--- config.mk ---
export PLATFORM = sky130hd
export DESIGN_NAME = vga_regfile_gate
export DESIGN_NICKNAME = d
export VERILOG_FILES = /design/src/rtl/vga_gate_pkg.sv /design/src/rtl/vga_gate_ctrl.sv /design/src/rtl/vga_gate_dp.sv /design/src/rtl/vga_regfile_gate.sv
export SDC_FILE = /design/constraint.sdc
export NUM_CORES = 2
export LEC_CHECK = 0
export BUFFER_PORTS_ARGS = -buffer_cell sky130_fd_sc_hd__clkbuf_2
export CAP_MARGIN = 10
export CORE_AREA = 2 2 369 371
export DETAILED_ROUTE_END_ITERATION = 8
export DIE_AREA = 0 0 371 373
export HOLD_SLACK_MARGIN = 0.06
export SETUP_SLACK_MARGIN = 0.3
export SLEW_MARGIN = 40
export SYNTH_ARGS = -nofsm -noshare
export SYNTH_HDL_FRONTEND = slang
export SYNTH_HIERARCHICAL = 1
export SYNTH_SLANG_ARGS = --single-unit
--- constraint.sdc ---
create_clock -name clk -period 4.2 [get_ports clk]
set_input_delay 0.84 -clock clk [delete_from_list [all_inputs] [get_ports clk]]
set_output_delay 0.84 -clock clk [all_outputs]
set_load 0.02 [all_outputs]
--- src/rtl/vga_gate_pkg.sv ---
package vga_gate_pkg;
  localparam int SEQ_IDX_W  = 5;
  localparam int GFX_IDX_W  = 4;
  localparam int CRTC_IDX_W = 6;
  localparam int SEQ_N  = 1 << SEQ_IDX_W;
  localparam int GFX_N  = 1 << GFX_IDX_W;
  localparam int CRTC_N = 1 << CRTC_IDX_W;

  typedef enum logic [3:0] {
    RD_NONE, RD_MISC, RD_FIXED, RD_SEQIDX, RD_SEQ,
    RD_GFXIDX, RD_GFX, RD_CRTCIDX, RD_CRTC, RD_ID
  } rdSel_e;

  typedef struct packed {
    logic   wrMisc;
    logic   wrSeqIdx;
    logic   wrSeqData;
    logic   wrGfxIdx;
    logic   wrGfxData;
    logic   wrCrtcIdx;
    logic   wrCrtcData;
    logic   crtcBit4Only;
    logic   rdEn;
    rdSel_e rdSel;
  } strobe_t;

  typedef struct packed {
    logic                  ioSel;
    logic [SEQ_IDX_W-1:0]  seqIdx;
    logic [7:0]            seqKey;
    logic [GFX_IDX_W-1:0]  gfxIdx;
    logic [7:0]            gfxLock;
    logic [CRTC_IDX_W-1:0] crtcIdx;
    logic                  crtcProtect;
    logic [7:0]            crtcLock;
  } state_t;
endpackage

--- src/rtl/vga_gate_ctrl.sv ---
module vga_gate_ctrl
  import vga_gate_pkg::*;
#(
  parameter bit ENHANCED = 1'b1
) (
  input  logic [15:0] ioAddr,
  input  logic        ioWr,
  input  logic        ioRd,
  input  state_t      st,
  output strobe_t     strb
);
  logic [15:0] effAddr;
  logic        monoOrColour;
  logic        seqExtOk, gfxExtIdx, crtcIdRange;

  always_comb begin
    monoOrColour = (ioAddr[15:4] == 12'h03B) || (ioAddr[15:4] == 12'h03D);
    effAddr      = (!st.ioSel && monoOrColour) ? (ioAddr ^ 16'h0060) : ioAddr;
    seqExtOk     = ENHANCED && (st.seqKey == 8'h48);
    gfxExtIdx    = (st.gfxIdx >= 4'h9) && (st.gfxIdx <= 4'hE);
    crtcIdRange  = (st.crtcIdx >= 6'h31) && (st.crtcIdx <= 6'h37);
  end

  always_comb begin
    strb = '0;
    strb.rdSel = RD_NONE;
    strb.rdEn  = ioRd;
    if (ioWr) begin
      unique case (effAddr)
        16'h03C2: strb.wrMisc   = 1'b1;
        16'h03C4: strb.wrSeqIdx = 1'b1;
        16'h03C5: strb.wrSeqData = (st.seqIdx <= 5'd7) || seqExtOk;
        16'h03CE: strb.wrGfxIdx = 1'b1;
        16'h03CF: strb.wrGfxData = !gfxExtIdx || (st.gfxLock[2:0] == 3'd5);
        16'h03D4: strb.wrCrtcIdx = 1'b1;
        16'h03D5: begin
          strb.wrCrtcData = 1'b1;
          if (st.crtcProtect && st.crtcIdx < 6'd7) strb.wrCrtcData = 1'b0;
          if (st.crtcProtect && st.crtcIdx == 6'd7) strb.crtcBit4Only = 1'b1;
          if (st.crtcIdx > 6'h29 && st.crtcLock[2:0] != 3'd5) strb.wrCrtcData = 1'b0;
          if (crtcIdRange) strb.wrCrtcData = 1'b0;
        end
        default: ;
      endcase
    end
    unique case (effAddr)
      16'h03C2: strb.rdSel = RD_FIXED;
      16'h03CC: strb.rdSel = RD_MISC;
      16'h03C4: strb.rdSel = RD_SEQIDX;
      16'h03C5: strb.rdSel = (st.seqIdx <= 5'd7) ? RD_SEQ :
                             (seqExtOk && st.seqIdx <= 5'h12) ? RD_SEQ : RD_NONE;
      16'h03CE: strb.rdSel = RD_GFXIDX;
      16'h03CF: strb.rdSel = (gfxExtIdx && st.gfxLock[4]) ? RD_NONE : RD_GFX;
      16'h03D4: strb.rdSel = RD_CRTCIDX;
      16'h03D5: begin
        if (crtcIdRange) strb.rdSel = RD_ID;
        else if (st.crtcIdx >= 6'h2A && st.crtcIdx <= 6'h2F &&
                 (st.crtcLock & 8'h88) != 8'h80) strb.rdSel = RD_NONE;
        else strb.rdSel = RD_CRTC;
      end
      default: strb.rdSel = RD_NONE;
    endcase
  end
endmodule

--- src/rtl/vga_gate_dp.sv ---
module vga_gate_dp
  import vga_gate_pkg::*;
#(
  parameter bit          ENHANCED = 1'b1,
  parameter logic [55:0] ID_BYTES = 56'h0
) (
  input  logic                  clk,
  input  logic                  rstN,
  input  strobe_t               strb,
  input  logic [7:0]            wrData,
  output state_t                st,
  output logic [7:0]            rdData,
  output logic [7:0]            miscReg,
  output logic [SEQ_N*8-1:0]    seqRegs,
  output logic [GFX_N*8-1:0]    gfxRegs,
  output logic [CRTC_N*8-1:0]   crtcRegs,
  output logic                  timingPulse
);
  localparam int ID_FIRST = 'h31;

  logic [SEQ_N-1:0][7:0]  seqMem;
  logic [GFX_N-1:0][7:0]  gfxMem;
  logic [CRTC_N-1:0][7:0] crtcMem;
  logic [SEQ_IDX_W-1:0]   seqIdx;
  logic [GFX_IDX_W-1:0]   gfxIdx;
  logic [CRTC_IDX_W-1:0]  crtcIdx;
  logic [7:0]             crtcOld, crtcNew, idByte, rdNext;
  logic                   timingIdx;

  always_comb begin
    crtcOld   = crtcMem[crtcIdx];
    crtcNew   = strb.crtcBit4Only ? {crtcOld[7:5], wrData[4], crtcOld[3:0]} : wrData;
    timingIdx = (crtcIdx < 6'h0E) || (crtcIdx > 6'h10);
    idByte    = ID_BYTES[8*(6-(int'(crtcIdx)-ID_FIRST)) +: 8];
    unique case (strb.rdSel)
      RD_MISC:    rdNext = miscReg;
      RD_FIXED:   rdNext = 8'h10;
      RD_SEQIDX:  rdNext = {{(8-SEQ_IDX_W){1'b0}}, seqIdx};
      RD_SEQ:     rdNext = seqMem[seqIdx];
      RD_GFXIDX:  rdNext = {{(8-GFX_IDX_W){1'b0}}, gfxIdx};
      RD_GFX:     rdNext = gfxMem[gfxIdx];
      RD_CRTCIDX: rdNext = {{(8-CRTC_IDX_W){1'b0}}, crtcIdx};
      RD_CRTC:    rdNext = crtcOld;
      RD_ID:      rdNext = idByte;
      default:    rdNext = 8'hFF;
    endcase
  end

  always_ff @(posedge clk) begin
    if (!rstN) begin
      miscReg     <= 8'h01;
      seqMem      <= '0;
      gfxMem      <= '0;
      crtcMem     <= '0;
      seqIdx      <= '0;
      gfxIdx      <= '0;
      crtcIdx     <= '0;
      rdData      <= '0;
      timingPulse <= 1'b0;
    end else begin
      timingPulse <= 1'b0;
      if (strb.rdEn)      rdData <= rdNext;
      if (strb.wrMisc)    miscReg <= wrData;
      if (strb.wrSeqIdx)  seqIdx <= wrData[SEQ_IDX_W-1:0];
      if (strb.wrSeqData) seqMem[seqIdx] <= wrData;
      if (strb.wrGfxIdx)  gfxIdx <= wrData[GFX_IDX_W-1:0];
      if (strb.wrGfxData) gfxMem[gfxIdx] <= wrData;
      if (strb.wrCrtcIdx)
        crtcIdx <= ENHANCED ? wrData[5:0] : {1'b0, wrData[4:0]};
      if (strb.wrCrtcData) begin
        crtcMem[crtcIdx] <= crtcNew;
        timingPulse      <= (crtcNew != crtcOld) && timingIdx;
      end
    end
  end

  always_comb begin
    st.ioSel       = miscReg[0];
    st.seqIdx      = seqIdx;
    st.seqKey      = seqMem[6];
    st.gfxIdx      = gfxIdx;
    st.gfxLock     = gfxMem[GFX_N-1];
    st.crtcIdx     = crtcIdx;
    st.crtcProtect = crtcMem['h11][7];
    st.crtcLock    = crtcMem['h29];
  end

  assign seqRegs  = seqMem;
  assign gfxRegs  = gfxMem;
  assign crtcRegs = crtcMem;

  assert_seq_locked_R3: assert property (@(posedge clk) disable iff (!rstN)
    (seqMem[6] != 8'h48) |=> $stable(seqMem[SEQ_N-1:8]));
  assert_gfx_locked_R4: assert property (@(posedge clk) disable iff (!rstN)
    (gfxMem[GFX_N-1][2:0] != 3'd5) |=> $stable(gfxMem[14:9]));
  assert_crtc_low_protect_R6: assert property (@(posedge clk) disable iff (!rstN)
    crtcMem['h11][7] |=> $stable(crtcMem[6:0]));
  assert_crtc7_bits_R6: assert property (@(posedge clk) disable iff (!rstN)
    crtcMem['h11][7] |=> ($stable(crtcMem[7][7:5]) && $stable(crtcMem[7][3:0])));
endmodule

--- src/rtl/vga_regfile_gate.sv ---
module vga_regfile_gate
  import vga_gate_pkg::*;
#(
  parameter bit          ENHANCED = 1'b1,
  parameter logic [55:0] ID_BYTES = 56'h53_56_47_41_58_32_31
) (
  input  logic                clk,
  input  logic                rstN,
  input  logic [15:0]         ioAddr,
  input  logic [7:0]          ioWrData,
  input  logic                ioWr,
  input  logic                ioRd,
  output logic [7:0]          ioRdData,
  output logic [7:0]          miscReg,
  output logic [SEQ_N*8-1:0]  seqRegs,
  output logic [GFX_N*8-1:0]  gfxRegs,
  output logic [CRTC_N*8-1:0] crtcRegs,
  output logic                timingPulse
);
  strobe_t strb;
  state_t  st;

  vga_gate_ctrl #(.ENHANCED(ENHANCED)) i_ctrl (
    .ioAddr(ioAddr), .ioWr(ioWr), .ioRd(ioRd), .st(st), .strb(strb)
  );

  vga_gate_dp #(.ENHANCED(ENHANCED), .ID_BYTES(ID_BYTES)) i_dp (
    .clk(clk), .rstN(rstN), .strb(strb), .wrData(ioWrData), .st(st),
    .rdData(ioRdData), .miscReg(miscReg), .seqRegs(seqRegs),
    .gfxRegs(gfxRegs), .crtcRegs(crtcRegs), .timingPulse(timingPulse)
  );

  assert_pulse_after_write_R10: assert property (@(posedge clk) disable iff (!rstN)
    timingPulse |-> $past(ioWr));
  assert_fixed_port_R9: assert property (@(posedge clk) disable iff (!rstN)
    (ioRd && ioAddr == 16'h03C2) |=> (ioRdData == 8'h10));
endmodule

==> summary.md <==
| Metric | Value |
|---|---|
| Status | `finished clean` |
| Total GRT Usage | `0.3026` |
| Top Ports | `941` |
| # DRC | `0` |
| Worst R2R Path Depth | `12` |
| Worst path arrival time | `4.46 ns` |
| Worst Tran Pin Value | `0.9113 ns` |
| First-pass GRT wire length | `303300 um` |
| Largest net degree at the start of global routing | `174` |
| Initial antenna violation count | `6` |
| Drt via density | `5.476` |
| Clk buf depth | `3` |
| Vias in the first global route | `39010` |
| Final Max Tran Viols | `0` |
| MaxCap Viol Count | `0` |
| Most used cell, CP | `buf_4` |
| Period utilization | `0.9221` |
| Critical path's slowest cell | `dfxtp_4` |
| HPWL after DPL | `165600 um` |
| Setup slack, reg-to-reg | `0.33 ns` |
| Routed wire length | `218000 um` |
| CTS Sinks | `928` |
| Max FO, Critical Path | `48` |
| Post-route cell area | `0.05627 mm2` |
| Fillcell total | `13370` |
| Final setup violating endpoints | `0` |
| Cell area after synthesis | `0.04399 mm2` |
| Site Rows | `135` |
| Area grow syn2layout | `27.92%` |
| Critical Path Source Type | `flip-flop` |
| Tmin final | `3.873 ns` |
| Power per cell area | `338.8 mW/mm2` |
| Nets@finish | `5697` |
| Syn Inst Count | `4691` |
| Worst vdd ir | `0.3208 mV` |
| Global route hottest layer | `met2` |
| Cell Chain, Critical Path | `buf_4, buf_4, mux2_2, a22oi_1, a21oi_1, nor4b_1, nand4_1, buf_4, mux2i_4, buf_12, o21ai_0, and2_1` |
| Met3 Usage GRT | `0.08313` |
| H-tree levels | `3` |
| Tot Pwr | `19.06 mW` |
| Width of the die | `371 um` |
| CP max stage delay | `0.67 ns` |
| WL/cell | `28.93 um` |
| CTS buffer count | `104` |
| Worst min path class | `flip-flop to flip-flop` |
| Final hold vios | `0` |
| Core Area | `0.1346 mm2` |
| Ant diodes | `0` |
| Post-Syn Area per Cell | `9.377 um2` |
| Die Area | `0.1384 mm2` |
| Routability cong. | `0.9716` |
| Post-Syn Nets | `4720` |
| Die H | `373 um` |
| CTS Hold Bufs | `0` |
| Starting DRT DRC Count | `3997` |
| F_max | `258.2 MHz` |
| Worst-skew pair later-pin latency | `0.75 ns` |
| Setup Skew | `0.05967 ns` |
| Grt ovf | `0` |
| Port bufs | `940` |
| Max transition margin | `0.3860` |
| Leak Pwr | `21.88 nW` |
| CTS tree | `built` |
| Critical path capture point type | `flip-flop` |
| Yosys warning total | `6` |
| Met1 usage | `0.3721` |
| Crit path required time | `4.79 ns` |
| Dpl cell area | `0.05258 mm2` |
| Root Driver | `clkbuf_16` |
| Total iterations of the first detailed-routing run | `6` |
| Setup Crit Path Kind | `flip-flop to flip-flop` |
| Clk slew on worst S/H paths | `0.06 ns` |
| Fin util | `0.4180` |
| Ratio of cells with drive above 1 in the final layout | `0.3039` |
| Starting density of the core | `0.3268` |
| Antenna Nets Post-Route | `0` |
| RSZ-0062 raised after global routing | `yes` |
| Grt met2 use | `0.4838` |
| Vias | `41260` |
| Hold Path Cell Cnt | `2` |
[state kept, by name, summed over array words and instances, names as in the netlist]
signal,flops
i_dp/crtcIdx,6
i_dp/crtcRegs,512
i_dp/gfxIdx,4
i_dp/gfxRegs,128
i_dp/miscReg,8
i_dp/rdData,8
i_dp/seqIdx,5
i_dp/seqRegs,256
i_dp/timingPulse,1
[layout by cell type, fill, tap and decap left out, drive strengths merged, types with 6 or more instances in the layout]
| cell | n |
|---|---|
| nor4 | 13 |
| buf | 382 |
| a21oi | 29 |
| and2 | 199 |
| a22oi | 49 |
| and3 | 9 |
| mux2i | 427 |
| nor3 | 12 |
| mux4 | 184 |
| inv | 17 |
| nor2 | 114 |
| nand3b | 12 |
| nor2b | 390 |
| mux2 | 26 |
| clkbuf | 1088 |
| or3 | 7 |
| a22o | 11 |
| nand4 | 12 |
| a21boi | 353 |
| bufinv | 10 |
| nand2b | 17 |
| xnor2 | 8 |
| nand3 | 154 |
| nand2 | 848 |
| nor3b | 12 |
| dfxtp | 928 |
| a221oi | 36 |
| nor4b | 6 |
| clkinv | 24 |
| o22ai | 15 |
| a31oi | 14 |
| o21ai | 272 |
[report_power, final]
part           switching, mW  total (mW)  internal (mW)
registers            0.00413        8.81           8.80
logic                  0.395       0.570          0.175
clock network           4.08        9.69           5.60
[timing repair]
item                                    in CTS  in global routing
setup buffers                                0                  3
pin swaps                                    0                  3
endpoints found under the setup margin     144                164
gates resized for setup                      2                  5
[critical path: cells and delay by family, from the launching register on]
kind	cells	cell delay, ns
compound gates	3	0.51
buf+inv	4	1.05
flops	1	0.67
mux	2	0.63
simple gates	3	0.74
[layout make-up]
type | instances | area, um2 | share of cell area
Clock buffer | 150 | 2988 | 0.05310
Clock inverter | 43 | 610.6 | 0.01085
Inverter | 12 | 46.29 | 0.0008227
Multi-Input combinational cell | 3302 | 23590 | 0.4192
Sequential cell | 928 | 18600 | 0.3306
Tap cell | 1781 | 2228 | 0.03960
Timing Repair Buffer | 1320 | 8208 | 0.1459
[per-stage QoR]
stage | cells | setup TNS [ns] | hold WS (ns) | setup slack [ns]
2_1_floorplan | 4691 | 0 | 0.5483 | 0.5436
3_3_place_gp | 7339 | -0.4228 | 0.4635 | -0.1685
3_5_place_dp | 7339 | -0.7582 | 0.4697 | -0.1412
4_1_cts | 7532 | 0 | 0.4430 | 0.3250
5_1_grt | 7536 | 0 | 0.4735 | 0.2858
6_report | 7536 | 0 | 0.4803 | 0.3270
[worst paths after layout]
check | from | end
setup / recovery | i_dp/crtcIdx[2] | i_dp/crtcRegs[360]
hold reg to reg | i_dp/crtcRegs[243] | i_dp/crtcRegs[243]
setup reg to reg | i_dp/crtcIdx[2] | i_dp/crtcRegs[360]
hold / removal | i_dp/crtcRegs[243] | i_dp/crtcRegs[243]
[routing by layer]
layer,vias to the layer above,share of wire
met4,6,0.058
met2,2210,0.46
met3,481,0.091
met1,20370,0.39
li1,18190,-
met5,-,0.00019
Power figures use the tool's default switching activity.
